`src/rtl/irq_ctrl_pkg.sv`:
```
package irq_ctrl_pkg;

  typedef enum logic [1:0] {
    SNS_LOW  = 2'b00,
    SNS_ANY  = 2'b01,
    SNS_FALL = 2'b10,
    SNS_RISE = 2'b11
  } sense_e;

  localparam int NSRC    = 3;
  localparam int SRC_EXT = 0;
  localparam int SRC_PC  = 1;
  localparam int SRC_TMR = 2;

  // does a prev->cur transition match the chosen edge sense
  function automatic logic sense_hit(sense_e mode, logic prev, logic cur);
    case (mode)
      SNS_ANY:  return prev != cur;
      SNS_FALL: return prev & ~cur;
      SNS_RISE: return ~prev & cur;
      default:  return 1'b0;
    endcase
  endfunction

  // vector address of a source index: index 0 maps to address 1
  function automatic int src_vector(int idx);
    return idx + 1;
  endfunction

endpackage

```
`src/rtl/irq_pin_sync.sv`:
```
module irq_pin_sync #(
  parameter int W = 1
) (
  input  logic         clk,
  input  logic         rst_n,
  input  logic [W-1:0] pin_i,
  output logic [W-1:0] cur_o,
  output logic [W-1:0] prev_o,
  output logic         hist_ok_o
);
  logic [W-1:0] meta_q, sync_q, prev_q;
  logic [1:0]   fill_q;

  always_ff @(posedge clk or negedge rst_n) begin
    if (!rst_n) begin
      meta_q <= '0;
      sync_q <= '0;
      prev_q <= '0;
      fill_q <= '0;
    end else begin
      meta_q <= pin_i;
      sync_q <= meta_q;
      prev_q <= sync_q;
      if (fill_q != 2'd3) fill_q <= fill_q + 2'd1;
    end
  end

  assign cur_o     = sync_q;
  assign prev_o    = prev_q;
  assign hist_ok_o = (fill_q == 2'd3);

  // once history is valid it stays valid and prev lags cur by one cycle
  p_hist_stays_r12: assert property (@(posedge clk) disable iff (!rst_n)
    hist_ok_o |=> hist_ok_o);
  p_prev_lags_r12: assert property (@(posedge clk) disable iff (!rst_n)
    hist_ok_o |-> prev_o == $past(cur_o));

endmodule

```
`src/rtl/irq_ext_sense.sv`:
```
module irq_ext_sense
  import irq_ctrl_pkg::*;
(
  input  sense_e mode,
  input  logic   cur,
  input  logic   prev,
  input  logic   hist_ok,
  output logic   set_evt,
  output logic   level_act
);
  assign set_evt   = hist_ok && sense_hit(mode, prev, cur);
  assign level_act = hist_ok && (mode == SNS_LOW) && !cur;

  // a level-mode pin never produces an edge event
  always_comb begin
    a_level_no_edge_r5: assert (!(mode == SNS_LOW && set_evt));
  end
endmodule

```
`src/rtl/irq_arbiter.sv`:
```
module irq_arbiter
  import irq_ctrl_pkg::*;
#(
  parameter int N     = NSRC,
  parameter int VEC_W = 9
) (
  input  logic [N-1:0]     req,
  output logic [N-1:0]     grant,
  output logic             any,
  output logic [VEC_W-1:0] vec
);
  always_comb begin
    grant = '0;
    vec   = '0;
    for (int i = N - 1; i >= 0; i--) begin
      if (req[i]) begin
        grant    = '0;
        grant[i] = 1'b1;
        vec      = VEC_W'(src_vector(i));
      end
    end
  end

  assign any = |req;

  // at most one source is granted, and only one that requests
  always_comb begin
    a_grant_onehot_r8: assert ($onehot0(grant));
    a_grant_in_req_r8: assert ((grant & ~req) == '0);
  end
endmodule

```
`src/rtl/irq_flag_ctrl.sv`:
```
module irq_flag_ctrl
  import irq_ctrl_pkg::*;
#(
  parameter int PC_W   = 4,
  parameter int ADDR_W = 6,
  parameter int DATA_W = 8,
  parameter int VEC_W  = 9,
  parameter logic [ADDR_W-1:0] FLAG_ADDR  = 6'h3A,
  parameter logic [ADDR_W-1:0] TMASK_ADDR = 6'h39,
  parameter logic [ADDR_W-1:0] GMASK_ADDR = 6'h3B,
  parameter int EXT_BIT = 6,
  parameter int PC_BIT  = 5,
  parameter int OVF_BIT = 1
) (
  input  logic              clk,
  input  logic              rst_n,
  input  logic [ADDR_W-1:0] io_addr,
  input  logic [DATA_W-1:0] io_wdata,
  input  logic              io_we,
  output logic [DATA_W-1:0] io_rdata,
  input  logic              ext_pin,
  input  logic [1:0]        ext_sense_mode,
  input  logic [PC_W-1:0]   pc_pins,
  input  logic              tmr_ovf_flag,
  input  logic              gie,
  output logic              irq_req,
  output logic [VEC_W-1:0]  irq_vec,
  input  logic              irq_ack
);
  sense_e mode;
  assign mode = sense_e'(ext_sense_mode);

  // synchronizers
  logic            ext_cur, ext_prev, ext_ok;
  logic [PC_W-1:0] pc_cur, pc_prev;
  logic            pc_ok;

  irq_pin_sync #(.W(1)) u_ext_sync (
    .clk(clk), .rst_n(rst_n), .pin_i(ext_pin),
    .cur_o(ext_cur), .prev_o(ext_prev), .hist_ok_o(ext_ok));

  irq_pin_sync #(.W(PC_W)) u_pc_sync (
    .clk(clk), .rst_n(rst_n), .pin_i(pc_pins),
    .cur_o(pc_cur), .prev_o(pc_prev), .hist_ok_o(pc_ok));

  // named events
  logic ext_set, ext_level, pc_set;

  irq_ext_sense u_sense (
    .mode(mode), .cur(ext_cur), .prev(ext_prev), .hist_ok(ext_ok),
    .set_evt(ext_set), .level_act(ext_level));

  assign pc_set = pc_ok && ((pc_cur ^ pc_prev) != '0);

  // registers
  logic ext_flag_q, pc_flag_q, ext_en_q, pc_en_q, ovf_en_q;

  logic wr_flag, wr_gmask, wr_tmask;
  assign wr_flag  = io_we && (io_addr == FLAG_ADDR);
  assign wr_gmask = io_we && (io_addr == GMASK_ADDR);
  assign wr_tmask = io_we && (io_addr == TMASK_ADDR);

  logic [NSRC-1:0]  req_vec, grant;
  logic [VEC_W-1:0] vec;
  logic             any_req;

  logic ext_clr, pc_clr;
  assign ext_clr = (wr_flag && io_wdata[EXT_BIT]) || (irq_ack && grant[SRC_EXT]);
  assign pc_clr  = (wr_flag && io_wdata[PC_BIT])  || (irq_ack && grant[SRC_PC]);

  always_ff @(posedge clk or negedge rst_n) begin
    if (!rst_n) begin
      ext_flag_q <= 1'b0;
      pc_flag_q  <= 1'b0;
      ext_en_q   <= 1'b0;
      pc_en_q    <= 1'b0;
      ovf_en_q   <= 1'b0;
    end else begin
      if (mode == SNS_LOW)  ext_flag_q <= 1'b0;
      else if (ext_set)     ext_flag_q <= 1'b1;
      else if (ext_clr)     ext_flag_q <= 1'b0;

      if (pc_set)           pc_flag_q <= 1'b1;
      else if (pc_clr)      pc_flag_q <= 1'b0;

      if (wr_gmask) begin
        ext_en_q <= io_wdata[EXT_BIT];
        pc_en_q  <= io_wdata[PC_BIT];
      end
      if (wr_tmask) ovf_en_q <= io_wdata[OVF_BIT];
    end
  end

  logic unused_wdata;
  assign unused_wdata = &{1'b0, io_wdata};

  // read decode
  always_comb begin
    io_rdata = '0;
    if (io_addr == FLAG_ADDR) begin
      io_rdata[EXT_BIT] = ext_flag_q && (mode != SNS_LOW);
      io_rdata[PC_BIT]  = pc_flag_q;
    end else if (io_addr == GMASK_ADDR) begin
      io_rdata[EXT_BIT] = ext_en_q;
      io_rdata[PC_BIT]  = pc_en_q;
    end else if (io_addr == TMASK_ADDR) begin
      io_rdata[OVF_BIT] = ovf_en_q;
    end
  end

  // request gating and arbitration
  assign req_vec[SRC_EXT] = gie && ext_en_q && ((mode == SNS_LOW) ? ext_level : ext_flag_q);
  assign req_vec[SRC_PC]  = gie && pc_en_q && pc_flag_q;
  assign req_vec[SRC_TMR] = gie && ovf_en_q && tmr_ovf_flag;

  irq_arbiter #(.N(NSRC), .VEC_W(VEC_W)) u_arb (
    .req(req_vec), .grant(grant), .any(any_req), .vec(vec));

  assign irq_req = any_req;
  assign irq_vec = vec;

  // assertions
  p_level_flag_zero_r5: assert property (@(posedge clk) disable iff (!rst_n)
    (mode == SNS_LOW) |=> !ext_flag_q);
  p_req_needs_gie_r7: assert property (@(posedge clk) disable iff (!rst_n)
    irq_req |-> gie);
  p_ext_first_r8: assert property (@(posedge clk) disable iff (!rst_n)
    req_vec[SRC_EXT] |-> (irq_vec == VEC_W'(1)));
  p_tmr_last_r8: assert property (@(posedge clk) disable iff (!rst_n)
    grant[SRC_TMR] |-> (!req_vec[SRC_EXT] && !req_vec[SRC_PC]));
  p_ack_clears_r9: assert property (@(posedge clk) disable iff (!rst_n)
    (irq_ack && grant[SRC_PC] && !pc_set) |=> !pc_flag_q);
  p_zero_keeps_r10: assert property (@(posedge clk) disable iff (!rst_n)
    (wr_flag && !io_wdata[PC_BIT] && !irq_ack && pc_flag_q) |=> pc_flag_q);
  p_set_wins_r11: assert property (@(posedge clk) disable iff (!rst_n)
    pc_set |=> pc_flag_q);

endmodule

```
`config.mk`:
```
export PLATFORM = sky130hd
export DESIGN_NAME = irq_flag_ctrl
export DESIGN_NICKNAME = d
export VERILOG_FILES = /design/src/rtl/irq_ctrl_pkg.sv /design/src/rtl/irq_pin_sync.sv /design/src/rtl/irq_ext_sense.sv /design/src/rtl/irq_arbiter.sv /design/src/rtl/irq_flag_ctrl.sv
export SDC_FILE = /design/constraint.sdc
export NUM_CORES = 1
export LEC_CHECK = 0
export CORE_MARGIN = 5
export CORE_UTILIZATION = 43
export DETAILED_ROUTE_END_ITERATION = 10
export PLACE_DENSITY_LB_ADDON = 0.15
export SLEW_MARGIN = 20
export SYNTH_ARGS = -nofsm -noshare
export SYNTH_HDL_FRONTEND = slang
export SYNTH_HIERARCHICAL = 1
export SYNTH_SLANG_ARGS = --single-unit
```
`constraint.sdc`:
```
create_clock -name clk -period 2.2 [get_ports clk]
set_input_delay 0.44 -clock clk [delete_from_list [all_inputs] [get_ports clk]]
set_output_delay 0.44 -clock clk [all_outputs]
set_load 0.1 [all_outputs]
```
==> flow_metrics.py <==
metrics = {
    "placement": {
        "io_buffer_count": 27,
        "gp_congestion": 0.8519,
        "placed_area_mm2": 0.001525,
        "pre_cts_ws_ns": -0.1663,
        "hpwl_mm": 1.666,
    },
    "clocking": {
        "cts_tree": "yes",
        "clk_latency_ns": 0.30,
        "clk_pin_slew_ns": 0.12,
        "cts-buffers-inserted": 3,
        "root_buffer": "clkbuf_4",
        "clockBufferDepth": 2,
        "htreeDepth": 1,
        "hold_buffers": 0,
        "cts_sinks": 24,
    },
    "die": {
        "io_pins": 45,
        "core_area_mm2": 0.002522,
        "fp.dieW_um": 61.74,
        "start_util_pct": 45.63,
        "fp-row-count": 18,
        "die_y_um": 61.74,
        "die_area_mm2": 0.003812,
    },
    "timing": {
        "setup_violations": 0,
        "finalCritPeriodShare_pct": 99.06,
        "maxSlewViolCount": 0,
        "rsz0062_at_grt": "yes",
        "fin_ws_ns": 0.02073,
        "hold_viol": 0,
        "fmax_mhz": 458.9,
        "hold_slack_ns": 0.3645,
        "clock_skew_ns": 0.003371,
        "min_period_ns": 2.179,
    },
    "routing": {
        "num_vias": 812,
        "routedWlPerCell_um": 12.64,
        "drt_iter0_markers": 18,
        "wirelength_mm": 2.111,
        "ant_nets": 0,
        "first_pass_iters": 4,
        "vias_per_cell": 4.862,
        "drc_errors": 0,
    },
    "grt": {
        "grt_pass1_wl_mm": 3.387,
        "grt_max_degree": 25,
        "antenna_found_initial": 0,
        "grt_use_total_pct": 12.00,
        "grt_pass1_vias": 814,
        "grt.overflow.total": 0,
    },
    "power": {
        "leakage_nw": 0.7442,
        "comb_power_share_pct": 29.2,
        "clockPowerShare_pct": 22.2,
        "power_density_mw_per_mm2": 610.5,
        "p_seq_share_pct": 48.6,
        "p_sw_w": 0.0003224,
        "vdd_ir_drop_max_v": 0.0005397,
        "swShare_pct": 32.64,
        "p_int_w": 0.0006653,
    },
    "worst_setup_path": {
        "cp-end-kind": "output port",
        "critPathMaxFanout": 3,
        "worst_ep_required_time_ns": 1.76,
        "cp.arrival_ns": 1.74,
        "startpoint_type": "register",
        "critPathKind": "register to output port",
    },
    "cells_and_area": {
        "diodes": 0,
        "fin_util_pct": 64.14,
        "fin_nets": 171,
        "final_area_mm2": 0.001618,
        "syn2layout_area_growth_pct": 40.54,
        "drive_gt1_share_pct": 27.74,
        "fill_cells": 196,
    },
    "synthesis": {
        "synth_area_mm2": 0.001151,
        "ys_warn_count": 6,
        "syn-instance-count": 97,
        "avgSynthCellArea_um2": 11.87,
    },
    "run_status": {
        "status": "finished clean",
    },
    "worst_hold_path": {
        "hp-class": "register to register",
    },
    "run": {
        "maxCapViolCount": 0,
    },
}
## worst max-delay path, stage by stage (launching register included)
cell	delay, ns
dfrtp_1	0.38
ha_2	0.21
nor4b_4	0.19
nand2_1	0.09
a21oi_2	0.21
buf_4	0.16
nor2_2	0.05
buf_12	0.16
## registers in the layout (all words and copies together), names as in the netlist
signal and cells:
ext_flag_q 1, pc_en_q 1, u_ext_sync/prev_o 1, u_pc_sync/meta_q 4, ext_en_q 1, u_ext_sync/meta_q 1, u_pc_sync/prev_o 4, pc_flag_q 1
u_pc_sync/cur_o 4, u_ext_sync/cur_o 1, u_ext_sync/fill_q 2, u_pc_sync/fill_q 2, ovf_en_q 1
## cell usage in the layout, fill, tap and decap left out, drive strengths merged, types with 2 or more instances in the layout
cell            n
a21oi           2
and3            3
and4b           2
buf            19
clkbuf          4
clkdlybuf4s50  19
conb           12
dfrtp          24
dlygate4sd2     2
ha              6
inv             3
mux2            5
mux2i           2
nand2           7
nand4           3
nor2            6
o21ai           2
xnor2           6
## per-layer routing
layer | GRT usage [%] | up-vias | wire, µm
li1 | - | 387 | -
met1 | 14.68 | 391 | 885
met2 | 20.78 | 32 | 1007
met3 | 1.860 | 2 | 206
met4 | 5.455 | 0 | 12
met5 | 0 | - | 0
## through the flow
stage / total power (W) / std cells / setup TNS, ns
2_1_floorplan: 0.0006851 / 107 / -0.6756
3_3_place_gp: 0.0007643 / 159 / -0.3284
3_5_place_dp: 0.0007698 / 159 / -0.4447
4_1_cts: 0.0009965 / 165 / 0
5_1_grt: 0.001040 / 167 / -0.2012
6_report: 0.0009877 / 167 / 0
## what timing repair did
action                     CTS  global route
pin swaps                    0             1
resized for setup            8             1
gates cloned                 0             0
setup buffers                2             2
setup endpoints to repair    3             3
## path summary, 6_finish.rpt
path | slack [ns] | cells after the start | endpoint | from
min | 0.36 | 0 | u_pc_sync/cur_o[0]$_DFF_PN0_ | u_pc_sync/meta_q[0]$_DFF_PN0_
min reg2reg | 0.36 | 0 | u_pc_sync/cur_o[0]$_DFF_PN0_ | u_pc_sync/meta_q[0]$_DFF_PN0_
max in group asynchronous | 1.51 | 2 | u_ext_sync/fill_q[1]$_DFFE_PN0P_ | rst_n
max | 0.02 | 7 | irq_vec[1] | u_ext_sync/fill_q[0]$_DFFE_PN0P_
max reg2reg | 0.52 | 9 | ext_flag_q$_DFFE_PN0P_ | u_ext_sync/fill_q[0]$_DFFE_PN0P_
min in group asynchronous | 0.46 | 2 | u_pc_sync/meta_q[2]$_DFF_PN0_ | rst_n
## final cells by class
class                   instances  area, µm²  share of cell area, %
repair buffers                 40      425.4                  26.30
well taps                      30      37.54                  2.320
multi-input cells              66      506.7                  31.32
clock buffers                   4      36.28                  2.243
inverters                       3      11.26                 0.6961
flip-flops and latches         24      600.6                  37.12
## power groups by stage
stage | clock, W | combinational [W] | sequential (W)
finish | 0.000219 | 0.000289 | 0.000480
global route | 0.000253 | 0.000303 | 0.000484
CTS | 0.000230 | 0.000286 | 0.000480
detailed placement | 0 | 0.000282 | 0.000488
global placement | 0 | 0.000278 | 0.000486
floorplan | 0 | 0.000202 | 0.000483
Power figures use the tool's default switching activity.
